--- src/rtl/bitrev_agen_pkg.sv ---
package bitrev_agen_pkg;

   typedef enum logic [0:0] {
      SEQ_IDLE = 1'b0,
      SEQ_RUN  = 1'b1
   } seq_state_e;

   // width of a shift count able to hold size + span
   function automatic int shift_width(input int span_w);
      return ((span_w > 2) ? span_w : 2) + 1;
   endfunction

   // bits needed to hold the value n
   function automatic int bits_for(input int n);
      int w;
      w = 1;
      while ((1 << w) <= n) w++;
      return w;
   endfunction

endpackage

--- src/rtl/bitrev_agen_rev.sv ---
module bitrev_agen_rev #(
   parameter int MAX_LOG   = 6,
   parameter int REV_STYLE = 0,
   parameter int LG_W      = bitrev_agen_pkg::bits_for(MAX_LOG)
) (
   input  logic [MAX_LOG-1:0] idx,
   input  logic [LG_W-1:0]    lg,
   output logic [MAX_LOG-1:0] rev
);

   generate
      if (REV_STYLE == 0) begin : g_shift
         // reverse across the full width, then move down to length lg
         logic [MAX_LOG-1:0] full;
         logic [LG_W-1:0]    drop;
         for (genvar b = 0; b < MAX_LOG; b++) begin : g_bit
            assign full[b] = idx[MAX_LOG-1-b];
         end
         assign drop = LG_W'(MAX_LOG) - lg;
         assign rev  = full >> drop;
      end else begin : g_cand
         // one candidate per length, selected by lg
         logic [MAX_LOG-1:0] cand [MAX_LOG+1];
         for (genvar l = 0; l <= MAX_LOG; l++) begin : g_len
            for (genvar b = 0; b < MAX_LOG; b++) begin : g_bit
               if (b < l) begin : g_on
                  assign cand[l][b] = idx[l-1-b];
               end else begin : g_off
                  assign cand[l][b] = 1'b0;
               end
            end
         end
         always_comb begin
            rev = '0;
            for (int l = 0; l <= MAX_LOG; l++) begin
               if (lg == LG_W'(l)) rev = cand[l];
            end
         end
      end
   endgenerate

endmodule

--- src/rtl/bitrev_agen_scale.sv ---
module bitrev_agen_scale #(
   parameter int ADDR_W  = 64,
   parameter int DISP_W  = 16,
   parameter int MAX_LOG = 6,
   parameter int SPAN_W  = 6
) (
   input  logic [DISP_W-1:0]  disp,
   input  logic [MAX_LOG-1:0] rev,
   input  logic [1:0]         size_log2,
   input  logic [SPAN_W-1:0]  span_shift,
   output logic [ADDR_W-1:0]  offset
);

   localparam int SH_W = bitrev_agen_pkg::shift_width(SPAN_W);

   logic [ADDR_W-1:0] sdisp;
   logic [ADDR_W-1:0] pp [MAX_LOG];
   logic [ADDR_W-1:0] prod;
   logic [SH_W-1:0]   tot_sh;

   assign sdisp = {{(ADDR_W-DISP_W){disp[DISP_W-1]}}, disp};

   // shift-add product of displacement and reversed index
   generate
      for (genvar b = 0; b < MAX_LOG; b++) begin : g_pp
         assign pp[b] = rev[b] ? (sdisp << b) : '0;
      end
   endgenerate

   always_comb begin
      prod = '0;
      for (int b = 0; b < MAX_LOG; b++) prod = prod + pp[b];
   end

   // element size and span fold into one barrel shift
   assign tot_sh = SH_W'(span_shift) + SH_W'(size_log2);
   assign offset = prod << tot_sh;

endmodule

--- src/rtl/bitrev_agen_seq.sv ---
module bitrev_agen_seq
   import bitrev_agen_pkg::*;
#(
   parameter int MAX_LOG = 6,
   parameter int LG_W    = bits_for(MAX_LOG)
) (
   input  logic               clk,
   input  logic               rst,
   input  logic               start,
   input  logic [LG_W-1:0]    vl_lg_in,
   input  logic               ready,
   output logic               active,
   output logic               load,
   output logic [MAX_LOG-1:0] idx,
   output logic [LG_W-1:0]    lg,
   output logic               last
);

   seq_state_e         state_q;
   logic [LG_W-1:0]    lg_clamp;
   logic [MAX_LOG-1:0] end_idx;

   assign lg_clamp = (vl_lg_in > LG_W'(MAX_LOG)) ? LG_W'(MAX_LOG) : vl_lg_in;
   assign active   = (state_q == SEQ_RUN);
   assign load     = !active && start;
   assign end_idx  = MAX_LOG'((1 << lg) - 1);
   assign last     = active && (idx == end_idx);

   always_ff @(posedge clk) begin
      if (rst) begin
         state_q <= SEQ_IDLE;
         idx     <= '0;
         lg      <= '0;
      end else if (load) begin
         state_q <= SEQ_RUN;
         idx     <= '0;
         lg      <= lg_clamp;
      end else if (active && ready) begin
         if (last) state_q <= SEQ_IDLE;
         else      idx     <= idx + 1'b1;
      end
   end

endmodule

--- src/rtl/bitrev_agen.sv ---
module bitrev_agen #(
   parameter int ADDR_W    = 64,
   parameter int DISP_W    = 16,
   parameter int MAX_LOG   = 6,
   parameter int SPAN_W    = 6,
   parameter int REV_STYLE = 0,
   parameter int LG_W      = bitrev_agen_pkg::bits_for(MAX_LOG)
) (
   input  logic               clk,
   input  logic               rst,
   input  logic               start,
   input  logic [ADDR_W-1:0]  base_addr,
   input  logic               base_zero,
   input  logic [DISP_W-1:0]  disp,
   input  logic [1:0]         size_log2,
   input  logic [SPAN_W-1:0]  span_shift,
   input  logic [LG_W-1:0]    vl_log2,
   output logic               out_valid,
   input  logic               out_ready,
   output logic [ADDR_W-1:0]  out_addr,
   output logic [MAX_LOG-1:0] out_idx,
   output logic               out_last
);

   generate
      if (MAX_LOG < 1 || MAX_LOG > 6) begin : g_bad_log
         $error("bitrev_agen: MAX_LOG must lie in 1..6");
      end
      if (DISP_W < 2 || DISP_W > ADDR_W) begin : g_bad_disp
         $error("bitrev_agen: DISP_W must lie in 2..ADDR_W");
      end
      if (SPAN_W < 1) begin : g_bad_span
         $error("bitrev_agen: SPAN_W must be at least 1");
      end
      if (REV_STYLE != 0 && REV_STYLE != 1) begin : g_bad_style
         $error("bitrev_agen: REV_STYLE must be 0 or 1");
      end
   endgenerate

   logic               active, load, last;
   logic [MAX_LOG-1:0] idx, rev;
   logic [LG_W-1:0]    lg;
   logic [ADDR_W-1:0]  base_q, offset;
   logic [DISP_W-1:0]  disp_q;
   logic [1:0]         size_q;
   logic [SPAN_W-1:0]  span_q;

   bitrev_agen_seq #(.MAX_LOG(MAX_LOG), .LG_W(LG_W)) seq_i (
      .clk     (clk),
      .rst     (rst),
      .start   (start),
      .vl_lg_in(vl_log2),
      .ready   (out_ready),
      .active  (active),
      .load    (load),
      .idx     (idx),
      .lg      (lg),
      .last    (last)
   );

   // configuration captured once per sequence
   always_ff @(posedge clk) begin
      if (rst) begin
         base_q <= '0;
         disp_q <= '0;
         size_q <= '0;
         span_q <= '0;
      end else if (load) begin
         base_q <= base_zero ? '0 : base_addr;
         disp_q <= disp;
         size_q <= size_log2;
         span_q <= span_shift;
      end
   end

   bitrev_agen_rev #(.MAX_LOG(MAX_LOG), .REV_STYLE(REV_STYLE), .LG_W(LG_W)) rev_i (
      .idx(idx),
      .lg (lg),
      .rev(rev)
   );

   bitrev_agen_scale #(
      .ADDR_W(ADDR_W), .DISP_W(DISP_W), .MAX_LOG(MAX_LOG), .SPAN_W(SPAN_W)
   ) scale_i (
      .disp      (disp_q),
      .rev       (rev),
      .size_log2 (size_q),
      .span_shift(span_q),
      .offset    (offset)
   );

   assign out_valid = active;
   assign out_addr  = base_q + offset;
   assign out_idx   = idx;
   assign out_last  = last;

endmodule

--- config.mk ---
export PLATFORM = sky130hd
export DESIGN_NAME = bitrev_agen
export DESIGN_NICKNAME = d
export VERILOG_FILES = /design/src/rtl/bitrev_agen_pkg.sv /design/src/rtl/bitrev_agen_rev.sv /design/src/rtl/bitrev_agen_scale.sv /design/src/rtl/bitrev_agen_seq.sv /design/src/rtl/bitrev_agen.sv
export SDC_FILE = /design/constraint.sdc
export NUM_CORES = 1
export LEC_CHECK = 0
export ABC_CLOCK_PERIOD_IN_PS = 11000
export BUFFER_PORTS_ARGS = -buffer_cell sky130_fd_sc_hd__buf_4
export CORE_UTILIZATION = 30
export DETAILED_ROUTE_END_ITERATION = 7
export PLACE_DENSITY_LB_ADDON = 0.05
export SETUP_SLACK_MARGIN = 0.2
export SLEW_MARGIN = 20
export SYNTH_ARGS = -nofsm -noshare
export SYNTH_HDL_FRONTEND = slang
export SYNTH_HIERARCHICAL = 1
export SYNTH_SLANG_ARGS = --single-unit
--- constraint.sdc ---
create_clock -name clk -period 11 [get_ports clk]
set_input_delay 1.1 -clock clk [delete_from_list [all_inputs] [get_ports clk]]
set_output_delay 1.1 -clock clk [all_outputs]
set_load 0.02 [all_outputs]
Word-level counts from Yosys, hierarchy flattened

Cells that the tools add are included.

Bits in registers: 98
Input port bits: 96
Output and inout port bits: 72

Add/sub/neg operators: 10
$lt $le $gt $ge: 1
Equal/unequal tests: 1
Shift operators: 3
Muxes and demuxes: 11
Bitwise logic cells: 1
Reduce and logical (&&, ||, !) cells: 9

Operators by type and width:

| cell                                             | number |
|---|---|
| two-way mux 64 bit                               | 7 |
| adder 64 bit                                     | 6 |
| left shift 64 x 7 -> 64 bit                      | 1 |
| adder 6 x 2 -> 7 bit                             | 1 |
| adder 6 x 1 -> 6 bit, second input constant      | 1 |
| equality test 6 bit                              | 1 |
| left shift 1 x 3 -> 6 bit, first input constant  | 1 |
| >> shifter 6 x 3 -> 6 bit                        | 1 |
| subtractor 6 x 2 -> 6 bit, second input constant | 1 |
| AND reduction 2 bit                              | 2 |
| nonzero test 2 bit                               | 2 |
| > comparator 3 bit, second input constant        | 1 |
| logical AND 1 bit                                | 3 |
| two-way mux 1 bit                                | 3 |
| two-way mux 3 bit                                | 1 |
| subtractor 3 bit, first input constant           | 1 |
| OR reduction 2 bit                               | 1 |
| logical NOT 1 bit                                | 1 |
| inverter 1 bit                                   | 1 |

Depth between registers and ports, before layout

Depth after elaboration: 10
Depth in mapped cells: 43

By module

Netlist, hierarchy kept.

By module, submodules not included:

| module            | times used | cells an instance | area an instance (sq um) |
|---|---|---|---|
| bitrev_agen_scale | 1          | 1,087             | 7,782.5 |
| bitrev_agen       | 1          | 915               | 6,986.7 |
| bitrev_agen_seq   | 1          | 70                | 596.8 |
| bitrev_agen_rev   | 1          | 24                | 186.4 |

Least setup slack after synthesis

Ideal clock, no wire load.

Kind: reg-to-output
Start point: register seq_i.lg[0]
End point: output out_addr[57]
Data arrival time: 9.262 ns
Data required time: 9.900 ns
Setup slack: 0.638 ns
Stages on the path, launching flop included: 37
Buffers on the path: 4
Path through: dfxtp_1 -> ha_1 -> buf_2 -> or3_1 -> nand3_1 -> clkbuf_1 -> nand2_1 -> fa_1 -> fa_1 -> fa_1 -> inv_1 -> ha_1 -> clkbuf_1 -> a21oi_1 -> o21ai_0 -> and3_1 -> o31a_1 -> o21ai_0 -> nand2_1 -> fa_1 -> mux2_2 -> nand2_1 -> o21ai_0 -> o21ai_0 -> a21oi_1 -> or2_2 -> a2bb2o_1 -> ha_1 -> clkbuf_1 -> nand2_1 -> or3_1 -> nor4_2 -> a211o_1 -> a211oi_1 -> o41ai_2 -> a41oi_1 -> xnor2_1

Longest elaborated chain between the ends: 10
Elaborated cells between the ends (all ways): 15

Ends and longest elaborated chain:

| item                        | line                    | text |
|---|---|---|
| from (decl)                 | bitrev_agen_seq.sv:15   | `output logic [LG_W-1:0] lg,` |
| from (signal assigned)      | bitrev_agen_seq.sv:37   | `lg <= lg_clamp;` |
| subtractor 3 bit            | bitrev_agen_rev.sv:19   | `assign drop = LG_W'(MAX_LOG) - lg;` |
| >> shifter 6 x 3 -> 6 bit   | bitrev_agen_rev.sv:20   | `assign rev = full >> drop;` |
| named net rev[0]            | bitrev_agen.sv:41       | `logic [MAX_LOG-1:0] idx, rev;` |
| two-way mux 64 bit          | bitrev_agen_scale.sv:26 | `assign pp[b] = rev[b] ? (sdisp << b) : '0;` |
| adder 64 bit (5 in a row)   | bitrev_agen_scale.sv:32 | `for (int b = 0; b < MAX_LOG; b++) prod = prod + pp[b];` |
| left shift 64 x 7 -> 64 bit | bitrev_agen_scale.sv:37 | `assign offset = prod << tot_sh;` |
| named net offset[43]        | bitrev_agen.sv:43       | `logic [ADDR_W-1:0] base_q, offset;` |
| adder 64 bit                | bitrev_agen.sv:93       | `assign out_addr = base_q + offset;` |
| to (decl)                   | bitrev_agen.sv:20       | `output logic [ADDR_W-1:0] out_addr,` |

The timed path passes the listed nets, and every way through them passes these cells.

Worst setup path in the final report

Ends and elaborated chain as after synthesis.

==> Implementation_results.wiki <==
{| class="wikitable"
! Metric !! Value
|-
| Remaining DRCs || 0
|-
| Syn-to-layout area delta || 25.1%
|-
| HPWL after detailed placement || between 40000 and 50000 um
|-
| Internal portion of total power || 851 uW
|-
| Combinational cell fraction of total power || slightly above 50%
|-
| Number of buffer cells added on primary ports || 167
|-
| Max-slew violation count || 0
|-
| Number of enable flip-flop cells after synthesis || 0
|-
| Residual overflow from global routing || 0
|-
| Fraction of the yosys area taken by sequential cells || around 13%
|-
| Overall track demand over capacity in global routing || between 20% and 30%
|-
| Register bit total from synthesis || 98
|-
| Final Cell Area || a little under 20000 um^2
|-
| Total Wirelength || 62200 um
|-
| CTS root buf || sky130_fd_sc_hd__clkbuf_16
|-
| Final estimated routing congestion in global placement || 0.960
|-
| Slack of the worst reg-to-reg path || 8.53 ns
|-
| Per-instance average area after synthesis || 7.42 um^2
|-
| Net switching power figure || about 670 uW
|-
| Critical-path maximum fanout || 6
|-
| Number of iterations in the first detailed-routing pass || 6
|-
| Clock buffers created by TritonCTS || 9
|-
| Result of the run || finished clean
|-
| Initial drt markers || 1234
|-
| Gate Count Post-Synth || between 2000 and 2500
|-
| Site Rows || 83
|-
| Share of the synthesized area in the top cell type || between 10% and 20%
|-
| Number of buffers added to fix hold violations after cts || 0
|-
| Clock latency at the later pin of the worst-skew pair || roughly 0.4 ns
|-
| Cell Pwr Density || about 78 nW/um^2
|-
| Vias post-DR || 16400
|-
| Class of the most critical hold timing path || reg -> reg
|-
| Final setup TNS || 0 ns
|-
| Setup-failing EPs final || 0
|-
| Placeable core region || 51300 um^2
|-
| Transition time of the tightest slew-check pin || approximately 1.1 ns
|-
| Synth Net Count || 2365
|-
| TritonCTS clock tree || yes
|-
| Maximum number of buffers from clock root to sink || 2
|-
| Period utilization || 94.7%
|-
| Warnings, synthesis || 6
|-
| Post-detailed-route via-to-cell ratio || around 5.5
|-
| Number of cells in the design after placement || 2936
|-
| Library cell with the largest summed area after synthesis || sky130_fd_sc_hd__dfxtp_1
|-
| Highest clock rate || 96.0 MHz
|-
| P_leak || 0.00887 uW
|-
| Setup crit start kind || flip-flop
|-
| CP max stage cell || sky130_fd_sc_hd__fa_2
|-
| Delay of the slowest critical-path stage || just over 0.6 ns
|-
| Starting Density || 30.3%
|-
| Crit Path Category || reg -> out
|-
| Largest net degree at the start of global routing || 94
|-
| Post-synthesis cell area || 15600 um^2
|-
| Clock edge transition at the registers on the reported setup and hold paths || ~0.080 ns
|-
| Remaining antenna violation count || 0
|-
| Io pins || 168
|-
| Proportion of layout cells with a drive suffix above 1 || 22.9%
|-
| Worst relative slew slack || 28.3%
|-
| Commonest non-fill, non-tap cells in the layout || 312 x sky130_fd_sc_hd__buf_4, 216 x sky130_fd_sc_hd__nor2_1, 195 x sky130_fd_sc_hd__a21oi_1, 171 x sky130_fd_sc_hd__nand2_1, 98 x sky130_fd_sc_hd__and2_1
|-
| Final standard cell count with taps included and fillers excluded || 2983
|-
| Share of async-settable or async-resettable flops after synthesis || 0%
|-
| Overall die height || 230 um
|-
| Clock network power share || 23.5%
|-
| Most common library cell in the layout ignoring fill and taps || sky130_fd_sc_hd__buf_4
|-
| Minimum period implied by the final worst setup slack || 10.41 ns
|-
| Filler Cells Inserted || 5516
|-
| Reported max-cap violation count || 0
|-
| Vias in the first global route || 16100
|-
| Clk sinks || 98
|-
| N_diodes || 0
|-
| Share of power burned in registers || 25.7%
|-
| Data required time of the critical path || 9.90 ns
|-
| Endpoint type of the worst setup path || primary output
|-
| Worst VDD drop || 86.3 uV
|-
| First-pass GRT wire length || 96100 um
|-
| Top area cells in the synthesized netlist || sky130_fd_sc_hd__dfxtp_1 13%, sky130_fd_sc_hd__fa_1 10%, sky130_fd_sc_hd__ha_1 7.6%
|-
| Unrepaired setup endpoints after global routing || yes
|-
| Fin Clk Skew || 0.0210 ns
|-
| Number of antenna violations at the first check in global routing || 0
|-
| Top flip-flop cell by instance count after synthesis || sky130_fd_sc_hd__dfxtp_1
|-
| Arrival time worst endpoint || 9.31 ns
|-
| CTS H-tree depth || 3
|-
| Share of total power consumed by net switching || about 44%
|-
| Die X-Extent || 230 um
|-
| Wire per inst || between 20 and 25 um
|-
| Count of distinct cell types in the synthesized netlist || 100
|-
| Net count reported at finish || 2567
|-
| Placed instance area || between 15000 and 20000 um^2
|-
| Final hold viol count || 0
|-
| Die Area || 52800 um^2
|}
layer usage:
metal	vias to the layer above	wire length [um]	GRT usage [%]
met2	436	27800	36.6
met1	7983	30300	33.6
met5	-	0	0
li1	7940	-	-
met4	0	770	4.00
met3	44	3370	3.50
final cells by class:
| type | count | area (um^2) | area share, % |
|---|---|---|---|
| Tap cell | 680 | 851 | 4.37 |
| Sequential cell | 98 | 1970 | 10.1 |
| Timing Repair Buffer | 323 | 2470 | 12.7 |
| Clock inverter | 7 | 82.6 | 0.424 |
| Clock buffer | 9 | 225 | 1.16 |
| Inverter | 92 | 345 | 1.77 |
| Multi-Input combinational cell | 1774 | 13500 | 69.5 |
path summary, 6_finish.rpt:
kind,startpoint,to,cells past startpoint
worst max-delay path,seq_i/lg[0],out_addr[57],35
worst min-delay path,size_q[0],size_q[0],2
worst min register to register,size_q[0],size_q[0],2
worst max register to register,seq_i/active,base_q[63],5
stage by stage:
stage | total power, uW | setup WS, ns | util [%] | hold WS (ns)
global route | 1610 | 0.160 | 37.9 | 0.536
detailed placement | 1130 | 0.116 | 35.3 | 0.498
finish | 1530 | 0.587 | 37.9 | 0.512
CTS | 1520 | 0.204 | 36.4 | 0.519
global placement | 1140 | 0.145 | 35.3 | 0.493
floorplan | 837 | 0.638 | - | 0.450
power by group through the flow:
stage / clock (uW) / sequential, uW / combinational [uW]
after detailed placement: 0 / 399 / 734
after global placement: 0 / 399 / 737
after global routing: 385 / 395 / 833
after floorplan: 0 / 390 / 448
final: 358 / 392 / 776
after CTS: 374 / 391 / 750
cell families (layout without fill, tap and decap cells):
kind of cell,Yosys count,after routing,synth area share (%)
AND/OR/NAND/NOR,804,804,25.9
XOR/XNOR,81,81,4.56
adder cells (fa/ha/maj),173,173,17.7
flip-flops,98,98,12.6
multiplexers,88,88,6.44
AO/OA/AOI/OAI,628,628,26.8
buffers and inverters,224,431,5.91
repair_timing:
item	4_1_cts	5_1_grt
pin swaps	14	49
endpoints found under the setup margin	24	34
gates resized for setup	40	140
buffers inserted	8	21
gates cloned	0	2
synth_stat cells, types with 27 or more instances:
library cell and n:
sky130_fd_sc_hd__ha_1 94, sky130_fd_sc_hd__nand4_1 27, sky130_fd_sc_hd__o211ai_1 28, sky130_fd_sc_hd__nor3_1 37, sky130_fd_sc_hd__a21oi_1 207, sky130_fd_sc_hd__dfxtp_1 98, sky130_fd_sc_hd__and2_1 100, sky130_fd_sc_hd__nand2_1 178
sky130_fd_sc_hd__xnor2_1 50, sky130_fd_sc_hd__inv_1 92, sky130_fd_sc_hd__mux2i_1 60, sky130_fd_sc_hd__a21o_1 41, sky130_fd_sc_hd__clkbuf_1 103, sky130_fd_sc_hd__o21ai_0 98, sky130_fd_sc_hd__fa_1 79, sky130_fd_sc_hd__nor2b_1 81
sky130_fd_sc_hd__xor2_1 31, sky130_fd_sc_hd__nor2_1 221, sky130_fd_sc_hd__a31oi_1 33, sky130_fd_sc_hd__nand3_1 43
registers in the layout, indices dropped and copies added, names as in the netlist:
register / count
base_q: 64
disp_q: 16
seq_i/idx: 6
span_q: 6
seq_i/lg: 3
size_q: 2
seq_i/active: 1
critical path: cells and delay by family, from the launching register on:
| kind | cells | cell delay [ns] |
|---|---|---|
| flip-flops | 1 | 0.37 |
| AND/OR/NAND/NOR | 9 | 2.06 |
| adder cells (fa/ha/maj) | 7 | 3.06 |
| AO/OA/AOI/OAI | 12 | 2.25 |
| multiplexers | 2 | 0.49 |
| XOR/XNOR | 1 | 0.20 |
| buffers and inverters | 4 | 0.47 |
No activity file was read; power rests on OpenSTA's default activity.
